<file path="src/rtl/pcu_pkg.sv">
package pcu_pkg;
  typedef enum logic [1:0] {
    SRC_SEQ    = 2'd0,
    SRC_BRANCH = 2'd1,
    SRC_JUMP   = 2'd2
  } next_src_e;
endpackage

</file>
<file path="src/rtl/pcu_incr.sv">
module pcu_incr #(
  parameter int ADDR_W = 32,
  parameter int ALIGN  = 2
) (
  input  logic [ADDR_W-1:0] cur,
  output logic [ADDR_W-1:0] nxt
);
  localparam logic [ADDR_W-1:0] STEP_V = ADDR_W'(1) << ALIGN;
  assign nxt = cur + STEP_V;
endmodule

</file>
<file path="src/rtl/pcu_branch_tgt.sv">
module pcu_branch_tgt #(
  parameter int ADDR_W = 32,
  parameter int OFF_W  = 16,
  parameter int ALIGN  = 2
) (
  input  logic [ADDR_W-1:0] base,
  input  logic [OFF_W-1:0]  offset,
  output logic [ADDR_W-1:0] target
);
  localparam int SEXT_W = ADDR_W - OFF_W - ALIGN;
  logic [ADDR_W-1:0] scaled;
  generate
    if (ALIGN > 0) begin : g_shift
      assign scaled = {{SEXT_W{offset[OFF_W-1]}}, offset, {ALIGN{1'b0}}};
    end else begin : g_noshift
      assign scaled = {{SEXT_W{offset[OFF_W-1]}}, offset};
    end
  endgenerate
  assign target = base + scaled;
endmodule

</file>
<file path="src/rtl/pcu_jump_tgt.sv">
module pcu_jump_tgt #(
  parameter int ADDR_W   = 32,
  parameter int JFIELD_W = 26,
  parameter int ALIGN    = 2
) (
  input  logic [ADDR_W-1:0]   seq_addr,
  input  logic [JFIELD_W-1:0] field,
  output logic [ADDR_W-1:0]   target
);
  localparam int REGION_W = ADDR_W - JFIELD_W - ALIGN;
  generate
    if (ALIGN > 0) begin : g_shift
      assign target = {seq_addr[ADDR_W-1 -: REGION_W], field, {ALIGN{1'b0}}};
    end else begin : g_noshift
      assign target = {seq_addr[ADDR_W-1 -: REGION_W], field};
    end
  endgenerate
endmodule

</file>
<file path="src/rtl/pcu_sel.sv">
module pcu_sel
  import pcu_pkg::*;
#(
  parameter int ADDR_W = 32
) (
  input  logic              branch_en,
  input  logic              jump_en,
  input  logic              alu_zero,
  input  logic [ADDR_W-1:0] seq_addr,
  input  logic [ADDR_W-1:0] br_addr,
  input  logic [ADDR_W-1:0] jmp_addr,
  output next_src_e         src,
  output logic [ADDR_W-1:0] next_addr
);
  always_comb begin
    if (jump_en)                    src = SRC_JUMP;
    else if (branch_en && alu_zero) src = SRC_BRANCH;
    else                            src = SRC_SEQ;
  end

  always_comb begin
    unique case (src)
      SRC_JUMP:   next_addr = jmp_addr;
      SRC_BRANCH: next_addr = br_addr;
      default:    next_addr = seq_addr;
    endcase
  end
endmodule

</file>
<file path="src/rtl/pcu_next_pc.sv">
module pcu_next_pc
  import pcu_pkg::*;
#(
  parameter int          ADDR_W       = 32,
  parameter int          INSTR_W      = 32,
  parameter int          OFF_W        = 16,
  parameter int          JFIELD_W     = 26,
  parameter int          ALIGN        = 2,
  parameter logic [31:0] RESET_VECTOR = 32'h0000_0000
) (
  input  logic               clk,
  input  logic               rst,
  input  logic [INSTR_W-1:0] instr,
  input  logic               branch_en,
  input  logic               jump_en,
  input  logic               alu_zero,
  output logic [ADDR_W-1:0]  pc,
  output logic [ADDR_W-1:0]  pc_seq
);
  localparam int SEXT_W   = ADDR_W - OFF_W - ALIGN;
  localparam int REGION_W = ADDR_W - JFIELD_W - ALIGN;
  localparam logic [ADDR_W-1:0] RST_V = ADDR_W'(RESET_VECTOR);

  logic [ADDR_W-1:0] br_addr, jmp_addr, next_addr;
  next_src_e         src;
  logic              unused_opcode_bits;

  assign unused_opcode_bits = ^instr[INSTR_W-1:JFIELD_W];

  pcu_incr #(.ADDR_W(ADDR_W), .ALIGN(ALIGN)) u_incr (
    .cur(pc), .nxt(pc_seq)
  );

  pcu_branch_tgt #(.ADDR_W(ADDR_W), .OFF_W(OFF_W), .ALIGN(ALIGN)) u_br (
    .base(pc_seq), .offset(instr[OFF_W-1:0]), .target(br_addr)
  );

  pcu_jump_tgt #(.ADDR_W(ADDR_W), .JFIELD_W(JFIELD_W), .ALIGN(ALIGN)) u_jmp (
    .seq_addr(pc_seq), .field(instr[JFIELD_W-1:0]), .target(jmp_addr)
  );

  pcu_sel #(.ADDR_W(ADDR_W)) u_sel (
    .branch_en(branch_en), .jump_en(jump_en), .alu_zero(alu_zero),
    .seq_addr(pc_seq), .br_addr(br_addr), .jmp_addr(jmp_addr),
    .src(src), .next_addr(next_addr)
  );

  always_ff @(posedge clk) begin
    if (rst) pc <= RST_V;
    else     pc <= next_addr;
  end

  assert_reset_load_R1: assert property (@(posedge clk)
    rst |=> pc == RST_V);

  assert_seq_step_R2: assert property (@(posedge clk) disable iff (rst)
    (!jump_en && !(branch_en && alu_zero)) |=> pc == $past(pc) + (ADDR_W'(1) << ALIGN));

  // taken branch lands at incremented address plus scaled offset
  assert_branch_target_R4: assert property (@(posedge clk) disable iff (rst)
    (branch_en && alu_zero && !jump_en) |=>
      pc == $past(pc) + (ADDR_W'(1) << ALIGN)
            + {{SEXT_W{$past(instr[OFF_W-1])}}, $past(instr[OFF_W-1:0]), {ALIGN{1'b0}}});

  // jump wins and keeps the region of the incremented address
  assert_jump_region_R6: assert property (@(posedge clk) disable iff (rst)
    jump_en |=> pc[ADDR_W-1 -: REGION_W] == $past(pc_seq[ADDR_W-1 -: REGION_W]));

  assert_jump_field_R7: assert property (@(posedge clk) disable iff (rst)
    jump_en |=> pc[ADDR_W-REGION_W-1:0] == {$past(instr[JFIELD_W-1:0]), {ALIGN{1'b0}}});

  assert_aligned_R9: assert property (@(posedge clk) disable iff (rst)
    1'b1 |=> pc[ALIGN-1:0] == RST_V[ALIGN-1:0]);
endmodule

</file>
<file path="config.mk">
export PLATFORM = sky130hd
export DESIGN_NAME = pcu_next_pc
export DESIGN_NICKNAME = d
export VERILOG_FILES = /design/src/rtl/pcu_pkg.sv /design/src/rtl/pcu_incr.sv /design/src/rtl/pcu_branch_tgt.sv /design/src/rtl/pcu_jump_tgt.sv /design/src/rtl/pcu_sel.sv /design/src/rtl/pcu_next_pc.sv
export SDC_FILE = /design/constraint.sdc
export NUM_CORES = 1
export LEC_CHECK = 0
export ABC_CLOCK_PERIOD_IN_PS = 9500
export CORE_MARGIN = 8
export CORE_UTILIZATION = 54
export DETAILED_ROUTE_END_ITERATION = 7
export PLACE_DENSITY = 0.93
export SLEW_MARGIN = 20
export SYNTH_ARGS = -nofsm -noshare
export SYNTH_HDL_FRONTEND = slang
export SYNTH_SLANG_ARGS = --single-unit
</file>
<file path="constraint.sdc">
create_clock -name clk -period 9.5 [get_ports clk]
set_clock_uncertainty 0.05 [all_clocks]
set_input_delay 1.425 -clock clk [delete_from_list [all_inputs] [get_ports clk]]
set_output_delay 1.425 -clock clk [all_outputs]
set_load 0.005 [all_outputs]
</file>
## After elaboration in Yosys (flattened, before gate mapping)

Cells that the tools add are included.

- Register bits after elaboration: 32
- Input bits: 37
- Output and inout bits: 64

- Add/sub/neg operators: 2
- Equality and inequality tests: 2
- Muxes and demuxes: 3
- Reductions and logical operators: 1

Operators with widths:

| operator | number |
|---|---|
| case mux 32 bit (2 select lines) | 1 |
| adder 32 x 3 -> 32 bit (second input constant) | 1 |
| adder 32 bit | 1 |
| equality test 2 x 1 -> 1 bit (second input constant) | 1 |
| equality test 2 bit (second input constant) | 1 |
| 2-to-1 mux 2 bit | 1 |
| logical AND 1 bit | 1 |
| 2-to-1 mux 1 bit | 1 |

## Depth between registers and ports, before layout

- Depth in word-level cells: 5
- Gate-level depth with buffers: 16

## Hierarchy

From an unflattened synthesis, not the netlist that was laid out.

- Cells, all modules: 561
- Area, all modules: 4,508.1 sq um

Modules (own cells, without submodules):

| module | instances | cells an instance | area an instance (sq um) | seq. area each (sq um) |
|---|---|---|---|---|
| pcu_branch_tgt | 1 | 226 | 1,660.3 | 0.0 |
| pcu_sel | 1 | 152 | 1,159.9 | 0.0 |
| pcu_next_pc | 1 | 67 | 863.3 | 640.6 |
| pcu_incr | 1 | 83 | 580.6 | 0.0 |
| pcu_jump_tgt | 1 | 33 | 244.0 | 0.0 |

## Worst setup path after synthesis

No wires, ideal clock.

- Kind: input port to flip-flop
- Start point: input port instr[0]
- End point: register pc[22]
- Arrival time: 3.381 ns
- Required time: 9.347 ns
- Setup slack: 5.965 ns
- Stages on the path: 10
- Path buffers: 0
- Cells stage by stage: ha_1 > inv_1 > fa_1 > and2b_4 > o2111ai_2 > a32oi_4 > a41oi_4 > o21bai_2 > xnor2_1 > a2111oi_2

- Word-level cells in the longest chain between the ends: 2

RTL lines:

| item | line | source |
|---|---|---|
| start: declaration | pcu_next_pc.sv:13 | `input logic [INSTR_W-1:0] instr,` |
| adder 32 bit | pcu_branch_tgt.sv:19 | `assign target = base + scaled;` |
| case mux 32 bit (2 select lines) | pcu_sel.sv:22 | `unique case (src)` |
| end signal: assignment | pcu_next_pc.sv:50 | `else pc <= next_addr;` |
| end: declaration | pcu_next_pc.sv:17 | `output logic [ADDR_W-1:0] pc,` |

No other way between the ends.
A chain may end at the register's enable or synchronous reset.

## Worst setup path in the final report

- Start point: register pc[2]
- End point: output port pc_seq[20]

- Word-level cells in the longest chain between the ends: 1

RTL lines:

| item | line | source |
|---|---|---|
| adder 32 x 3 -> 32 bit | pcu_incr.sv:9 | `assign nxt = cur + STEP_V;` |
| end: declaration | pcu_next_pc.sv:18 | `output logic [ADDR_W-1:0] pc_seq` |

No other way between the ends.

==> results.md <==
- Status: completed
- Syn Area/Cell: 7.64 um^2
- Max IR drop VDD: 0.0698 mV
- # fillers: 565
- Cell area after layout: 0.00480 mm^2
- Vias per Instance: 6.48
- GPL Wtd Cong: 0.955
- First-pass GRT wire length: 21200 um
- GRT overflow: 0
- TritonCTS clock tree: built
- GRT Util Overall: 26.2%
- Vias in the first global route: 4306
- Synthesis Warnings: 0
- Antenna-violating nets left: 0
- Area used by multi-input combinational logic: 0.00300 mm^2
- Final period util: 49.1%
- Die height: 99.4 um
- Initial core utilization: 55.6%
- Syn Inst Count: 492
- Die area: 0.00989 mm^2
- Crit Path Category: reg -> out
- Post-DP HPWL: 9970 um
- Async SR Flop Fraction: 0%
- PD cells: 113 mW/mm^2
- Slew of the pin with the lowest slew margin: 0.929 ns
- Clock H-tree levels: 2
- Final setup violation count: 0
- Layout area overhead: 27.7%
- Min Clock Period, post-route: 4.67 ns
- Distinct cells, synth: 68
- Sequential element share of the synthesized area: 16.0%
- Hold WC Path Type: reg -> reg
- Yosys top cell by area: dfxtp_1
- Top cells by area, synth: dfxtp_1 16%, ha_1 12%, xnor2_1 6.8%
- CP Capture Type: output pin
- Drt drc: 0
- Max reg flops: 30
- Pin count of the biggest net entering global routing: 24
- Core Box Area: 0.00676 mm^2
- Register area: 601 um^2
- Synth Flop Type: dfxtp_1
- CP max-delay cell: clkdlybuf4s50_1
- Largest Register: pc
- Headroom to the max-slew limit: 37.8%
- Post-synth EDFFs: 0
- RSZ-0062 raised after global routing: false
- DRT Pass-1 Iters: 5
- Routed len/inst: 20.1 um
- Post_cts resized: 0
- Max Slew Vio Count: 0
- Layout cell share with drive strength beyond 1: 7.14%
- Insertion delay to the later sink of the worst-skew pair: 0.29 ns
- Clk slew on worst S/H paths: 0.07 ns
- Biggest regs: pc: 30 flops
- Buffers on Ports: 90
- Max-cap viol count: 0
- Boundary Pins: 101
- TNS Setup: 0 ns
- Share of the synthesized area in the top cell type: 16.0%
- WP buf/inv: 2
- Post-DP Area: 0.00469 mm^2
- Synth Cell Area: 0.00376 mm^2
- Via Count: 4238
- Rows: 30
- CP max stage delay: 0.60 ns
- Most frequent cells in the layout: 90 x clkdlybuf4s50_1, 51 x nand2_1, 46 x nor2_1
- Total wire length: 13100 um
- Highest clock rate: 214 MHz
- Die width: 99.4 um
- Clock sinks: 30
- Clock Tree Root: clkbuf_8
- CTS hold repair buffers: 0
- Fin nets: 647
- Critical path required time: 8.03 ns
- Clock Path Buffers: 2
- Synthesis-stage register bit count: 30
- DR iter-0 viols: 315
- Initial antenna violation count: 0
- Final Hold Fails: 0
- Delay-heaviest family, CP: simple AND/OR/NAND/NOR gates
- # diodes: 0
- Post-CTS Setup Bufs: 0
- Critical path, cell by cell: ha_1, inv_1, nor4_4, and3_1, nand2_1, xnor2_1, clkdlybuf4s50_1
- Most common cell after layout, fill and taps aside: clkdlybuf4s50_1
- Leak Pwr: 1.97 nW
- Worst setup SP type: register
- Worst Path Arrival: 3.19 ns
- CP max FO: 7
- CTS Buf Count: 5
## final timing paths
kind / cells past startpoint / startpoint / to / slack [ns]
setup / recovery: 7 / pc[2] / pc_seq[20] / 4.83
hold / removal: 3 / pc[30] / pc[30] / 0.66
setup reg to reg: 14 / pc[2] / pc[31] / 5.14
hold reg to reg: 3 / pc[30] / pc[30] / 0.66
## metal layers
layer / vias up / share of wire [%] / wire length (um) / global-route usage [%]
met3: 49 / 9.9 / 1310 / 6.15
met4: 0 / 4.0 / 520 / 12.9
met5: - / 0 / 0 / 0
met2: 245 / 45 / 5960 / 43.2
met1: 1961 / 41 / 5360 / 31.1
li1: 1983 / - / - / -
## cell type report
class | count | share of cell area, %
tap | 80 | 2.09
clock buffer | 8 | 2.29
multi-input combinational | 427 | 62.5
inverter | 15 | 1.17
sequential | 30 | 12.5
timing repair buffer | 94 | 19.4
## synthesized netlist by cell type, types with 13 or more instances
cell      instances
o21ai_0          22
nand4_1          13
xnor2_1          29
nor2_1           46
nand2_1          51
inv_1            15
a21oi_1          35
xor2_1           15
nand3_1          25
dfxtp_1          30
a211oi_1         17
ha_1             36
## report_power, final
part | total [mW] | internal [mW] | leakage [nW] | switching (mW)
clock | 0.130 | 0.0733 | 0.0575 | 0.0564
combinational | 0.263 | 0.122 | 1.66 | 0.141
sequential | 0.152 | 0.136 | 0.249 | 0.0161
## per-stage QoR
stage	std cells	setup WS (ns)	hold WS, ns	power [mW]	util (%)
after detailed placement	646	4.78	0.626	0.411	69.4
after CTS	654	4.88	0.635	0.541	71.0
after floorplan	495	5.97	0.588	0.314	-
after global placement	646	4.83	0.608	0.404	69.4
after global routing	654	4.70	0.673	0.574	71.0
final	654	4.83	0.655	0.544	71.0
## cell families (layout without fill, tap and decap cells)
logic type                 Yosys count  in the layout  synth area share (%)
buffers and inverters               38            117                  4.46
and+or+nand+nor                    182            182                  24.8
xor gates and xnor gates            47             47                  11.6
AOI/OAI and AO/OA                  151            151                  29.0
DFF                                 30             30                  16.0
other                                1              4                0.0998
adders and majority gates           37             37                  12.5
muxes                                6              6                  1.63
## tightest hold or removal path, delay by kind of cell, from the launching register on
kind | cells | cell delay (ns)
DFF | 1 | 0.37
xor gates and xnor gates | 1 | 0.14
and+or+nand+nor | 1 | 0.08
AOI/OAI and AO/OA | 1 | 0.07
(Power assumes the default switching activity.)
